===== src/rtl/flag_alias_pkg.sv =====
package flag_alias_pkg;
   typedef enum logic [1:0] {
      ACC_NONE = 2'd0,
      ACC_VIEW = 2'd1,
      ACC_SET  = 2'd2,
      ACC_CLR  = 2'd3
   } acc_kind_e;
endpackage


===== src/rtl/flag_alias_decode.sv =====
module flag_alias_decode
   import flag_alias_pkg::*;
#(
   parameter int ADDR_W   = 4,
   parameter int OFS_VIEW = 0,
   parameter int OFS_SET  = 1,
   parameter int OFS_CLR  = 2
) (
   input  logic [ADDR_W-1:0] addr,
   output acc_kind_e         kind
);
   localparam logic [ADDR_W-1:0] A_VIEW = ADDR_W'(OFS_VIEW);
   localparam logic [ADDR_W-1:0] A_SET  = ADDR_W'(OFS_SET);
   localparam logic [ADDR_W-1:0] A_CLR  = ADDR_W'(OFS_CLR);

   always_comb begin
      if (addr == A_VIEW)     kind = ACC_VIEW;
      else if (addr == A_SET) kind = ACC_SET;
      else if (addr == A_CLR) kind = ACC_CLR;
      else                    kind = ACC_NONE;
   end
endmodule


===== src/rtl/flag_alias_store.sv =====
module flag_alias_store
   import flag_alias_pkg::*;
#(
   parameter int              DATA_W    = 8,
   parameter logic [DATA_W-1:0] RESET_VAL = '0
) (
   input  logic              clk,
   input  logic              rst,
   input  logic              wr_en,
   input  acc_kind_e         kind,
   input  logic [DATA_W-1:0] wr_data,
   output logic [DATA_W-1:0] flags
);
   logic do_set;
   logic do_clr;

   assign do_set = wr_en && (kind == ACC_SET);
   assign do_clr = wr_en && (kind == ACC_CLR);

   for (genvar b = 0; b < DATA_W; b++) begin : g_bit
      logic hit_set;
      logic hit_clr;
      assign hit_set = do_set & wr_data[b];
      assign hit_clr = do_clr & wr_data[b];

      always_ff @(posedge clk) begin
         if (rst)          flags[b] <= RESET_VAL[b];
         else if (hit_set) flags[b] <= 1'b1;
         else if (hit_clr) flags[b] <= 1'b0;
      end
   end
endmodule


===== src/rtl/flag_alias_rdata.sv =====
module flag_alias_rdata
   import flag_alias_pkg::*;
#(
   parameter int DATA_W = 8
) (
   input  logic              clk,
   input  logic              rst,
   input  logic              rd_en,
   input  acc_kind_e         kind,
   input  logic [DATA_W-1:0] flags,
   output logic [DATA_W-1:0] rd_data
);
   logic [DATA_W-1:0] rd_next;

   always_comb begin
      rd_next = '0;
      if (rd_en && (kind == ACC_VIEW)) rd_next = flags;
   end

   always_ff @(posedge clk) begin
      if (rst) rd_data <= '0;
      else     rd_data <= rd_next;
   end
endmodule


===== src/rtl/flag_alias_reg.sv =====
module flag_alias_reg
   import flag_alias_pkg::*;
#(
   parameter int                DATA_W    = 8,
   parameter int                ADDR_W    = 4,
   parameter int                OFS_VIEW  = 0,
   parameter int                OFS_SET   = 1,
   parameter int                OFS_CLR   = 2,
   parameter logic [DATA_W-1:0] RESET_VAL = '0
) (
   input  logic              clk,
   input  logic              rst,
   input  logic [ADDR_W-1:0] bus_addr,
   input  logic              bus_wr_en,
   input  logic [DATA_W-1:0] bus_wr_data,
   input  logic              bus_rd_en,
   output logic [DATA_W-1:0] bus_rd_data,
   output logic [DATA_W-1:0] flags_out
);
   localparam int N_OFS = 1 << ADDR_W;

   if (DATA_W < 1) begin : g_bad_width
      $error("flag_alias_reg: DATA_W must be at least 1");
   end
   if (OFS_VIEW >= N_OFS || OFS_SET >= N_OFS || OFS_CLR >= N_OFS) begin : g_bad_ofs
      $error("flag_alias_reg: an offset does not fit in ADDR_W");
   end
   if (OFS_VIEW == OFS_SET || OFS_VIEW == OFS_CLR || OFS_SET == OFS_CLR) begin : g_dup_ofs
      $error("flag_alias_reg: offsets must be distinct");
   end

   acc_kind_e         kind;
   logic [DATA_W-1:0] flags;

   flag_alias_decode #(
      .ADDR_W(ADDR_W), .OFS_VIEW(OFS_VIEW), .OFS_SET(OFS_SET), .OFS_CLR(OFS_CLR)
   ) u_decode (
      .addr(bus_addr),
      .kind(kind)
   );

   flag_alias_store #(
      .DATA_W(DATA_W), .RESET_VAL(RESET_VAL)
   ) u_store (
      .clk(clk),
      .rst(rst),
      .wr_en(bus_wr_en),
      .kind(kind),
      .wr_data(bus_wr_data),
      .flags(flags)
   );

   flag_alias_rdata #(
      .DATA_W(DATA_W)
   ) u_rdata (
      .clk(clk),
      .rst(rst),
      .rd_en(bus_rd_en),
      .kind(kind),
      .flags(flags),
      .rd_data(bus_rd_data)
   );

   assign flags_out = flags;
endmodule


===== config.mk =====
export PLATFORM = sky130hd
export DESIGN_NAME = flag_alias_reg
export DESIGN_NICKNAME = d
export VERILOG_FILES = /design/src/rtl/flag_alias_pkg.sv /design/src/rtl/flag_alias_decode.sv /design/src/rtl/flag_alias_store.sv /design/src/rtl/flag_alias_rdata.sv /design/src/rtl/flag_alias_reg.sv
export SDC_FILE = /design/constraint.sdc
export NUM_CORES = 1
export LEC_CHECK = 0
export ABC_AREA = 1
export BUFFER_PORTS_ARGS = -buffer_cell sky130_fd_sc_hd__buf_2
export CORE_AREA = 2 2 42 44
export CTS_CLUSTER_SIZE = 24
export DETAILED_ROUTE_END_ITERATION = 7
export DIE_AREA = 0 0 44 46
export PLACE_DENSITY = 0.73
export SETUP_SLACK_MARGIN = 0.1
export SLEW_MARGIN = 30
export SYNTH_ARGS = -nofsm -noshare
export SYNTH_HDL_FRONTEND = slang
export SYNTH_SLANG_ARGS = --single-unit

===== constraint.sdc =====
create_clock -name clk -period 1.2 [get_ports clk]
set_clock_uncertainty 0.15 [all_clocks]
set_input_delay 0.24 -clock clk [delete_from_list [all_inputs] [get_ports clk]]
set_output_delay 0.24 -clock clk [all_outputs]
set_load 0.1 [all_outputs]

==> results.json <==
{
  "clock_latency_ps": 280,
  "hold_path_end": "u_store.flags[5]",
  "die_h_um": 46,
  "seqPwrFrac_pct": 52.9,
  "wl_per_cell_um": 12.96,
  "cp_num_buf_inv": 1,
  "dp.cells": 119,
  "layout-drive-gt1-share_pct": 56.52,
  "max_slew_margin_pct": 73.54,
  "synth.yosys.seq_area_share_pct": 49.52,
  "clock-root-buffer": "clkbuf_4",
  "start_util_pct": 40.08,
  "critPathSlowestCell": "dfxtp_2",
  "status": "finished, violations left",
  "internal-power_w": 0.0007627,
  "grt_start_max_net_pins": 18,
  "worstMarginPinSlew_ps": 396.0,
  "power.share.clock_pct": 34.3,
  "synth_area_um2": 646.9,
  "crit_cells": 1,
  "htreeDepth": 1,
  "synth-warning-count": 0,
  "stdcell_count": 132,
  "required_ps": 810,
  "finalHoldViolCount": 0,
  "rr_worst_depth": 4,
  "wirelength_um": 1711,
  "hpwlAfterDp_um": 1205,
  "r2r_setup_slack_ps": 220,
  "crit_path_start_kind": "flip-flop",
  "cp_slowest_stage_delay_ps": 380,
  "p_sw_w": 0.0002510,
  "switching_share_pct": 24.76,
  "p_per_area_nw_per_um2": 873.9,
  "synth-seq-cells": 16,
  "cts_tree": "done",
  "fill_cells": 116,
  "cts_buffers": 3,
  "drc": 0,
  "hold_start": "rst",
  "core-area_um2": 1614,
  "grt_overflow": 0,
  "synth_fp_nets": 91,
  "first_global_vias": 665,
  "cp-end-kind": "primary output",
  "reg2reg_from": "u_store.flags[7]",
  "die_w_um": 44,
  "rows": 15,
  "antenna_left": 0,
  "max-cap-violations": 0,
  "antenna_found_initial": 0,
  "synth_cell_types": 11,
  "drt-initial-drc-count": 28,
  "fin_nets": 132,
  "setup_viol": 8,
  "hold-path-cell-count": 2,
  "hold_path.class": "primary input to flip-flop",
  "worstPathCellList": "buf_12",
  "r2r_end": "u_store.flags[7]",
  "port_buffers": 31,
  "max-vdd-ir-drop_mv": 0.7865,
  "fin_crit_sh_pct": 102.6,
  "p_leak_nw": 0.4451,
  "worstSetupPathType": "flip-flop to primary output",
  "avgSynthCellArea_um2": 8.625,
  "final-max-slew-violation-count": 0,
  "rsz0062_at_grt": "true",
  "grt_pass1_wl_um": 2615,
  "num_vias": 693,
  "worstPathMaxFanout": 2,
  "track_usage_pct": 18.07,
  "place_congestion": 0.6556,
  "dieArea_um2": 2024,
  "violations": "setup timing",
  "pin_count": 32,
  "fin_crit_ps": 1232,
  "arrival_ps": 840,
  "diodes": 0,
  "clock_sinks": 16,
  "p_comb_share_pct": 12.8,
  "utilization_pct": 71.86,
  "area_growth_pct": 79.30,
  "setup_slack_ps": -31.53,
  "drt_pass1_iterations": 4,
  "viasPerCell": 5.250,
  "path_clk_slew_ps": 90,
  "netlist_instances": 75,
  "crit_family": "flip-flops",
  "cts_max_path_buffers": 2,
  "whs_ps": 78.19,
  "timing.fmax_mhz": 812.0
}
[power by group through the flow]
stage / Combinational (W) / Sequential, W / Clock (W)
floorplan: 0.0000490 / 0.000575 / 0
global placement: 0.000115 / 0.000551 / 0
detailed placement: 0.000119 / 0.000551 / 0
CTS: 0.000125 / 0.000536 / 0.000355
global route: 0.000137 / 0.000537 / 0.000379
finish: 0.000130 / 0.000536 / 0.000347
[cells in the final DEF, fill, tap and decap left out, drive strengths merged]
cell	synthesis	final
buf	4	40
nand4	17	17
dfxtp	16	16
nor2	12	12
inv	10	10
nand2	8	8
a21oi	8	8
clkbuf	0	4
[synthesized netlist by cell type]
library cell / instances / share of area, %
a21oi_1: 8 / 6.2
buf_2: 1 / 0.77
buf_6: 3 / 5.2
dfxtp_1: 16 / 50
inv_1: 9 / 5.2
inv_2: 1 / 0.58
nand2_1: 8 / 4.6
nand4_1: 16 / 15
nand4_2: 1 / 1.9
nor2_1: 9 / 5.2
nor2_4: 3 / 5.2
[per-stage QoR]
stage          worst slack (ps)  area [µm²]  setup TNS [ps]  power (W)
3_5_place_dp             -183.2        1045           -1510  0.0006701
4_1_cts                  -22.28        1144          -158.0   0.001015
2_1_floorplan             118.3       666.9               0  0.0006235
5_1_grt                  -49.49        1160          -505.4   0.001052
6_report                 -31.53        1160          -97.13   0.001014
3_3_place_gp             -89.48        1045          -674.8  0.0006663
[sequential cells by signal (all words and copies together) (netlist names)]
signal,cells
u_store.flags,8
u_rdata.rd_data,8
[worst max path at each step]
stage,startpoint,to
after global routing,u_store.flags[7],flags_out[7]
after floorplan,u_store.flags[0],u_store.flags[0]
after detailed placement,bus_addr[3],u_rdata.rd_data[4]
after CTS,u_store.flags[5],flags_out[5]
final,u_store.flags[7],flags_out[7]
after global placement,bus_addr[3],u_rdata.rd_data[4]
[kinds of logic after synthesis]
logic type	after synthesis	synth area share [%]
AND/OR/NAND/NOR	37	32.49
flip-flops	16	49.52
buffers and inverters	14	11.80
AO/OA/AOI/OAI	8	6.190
[what timing repair did]
item                                    CTS  global route
hold buffers                              0             0
buffers inserted                          8             1
cloned                                    0             0
endpoints found under the setup margin   16            24
resized for setup                         1             1
[metal layers]
metal	track usage, %	wire length, µm	vias up
met1	18.34	622	321
met5	0	0	-
met3	3.571	98	4
met4	9.091	30	0
met2	34.71	959	31
li1	-	-	337
[final cells by class]
class | count | area [µm²] | area share (%)
Tap cell | 17 | 21.27 | 1.834
Multi-Input combinational cell | 45 | 259.0 | 22.33
Clock buffer | 4 | 36.28 | 3.128
Sequential cell | 16 | 342.8 | 29.56
Inverter | 10 | 37.54 | 3.236
Timing Repair Buffer | 40 | 462.9 | 39.91
Power figures use the tool's default switching activity.
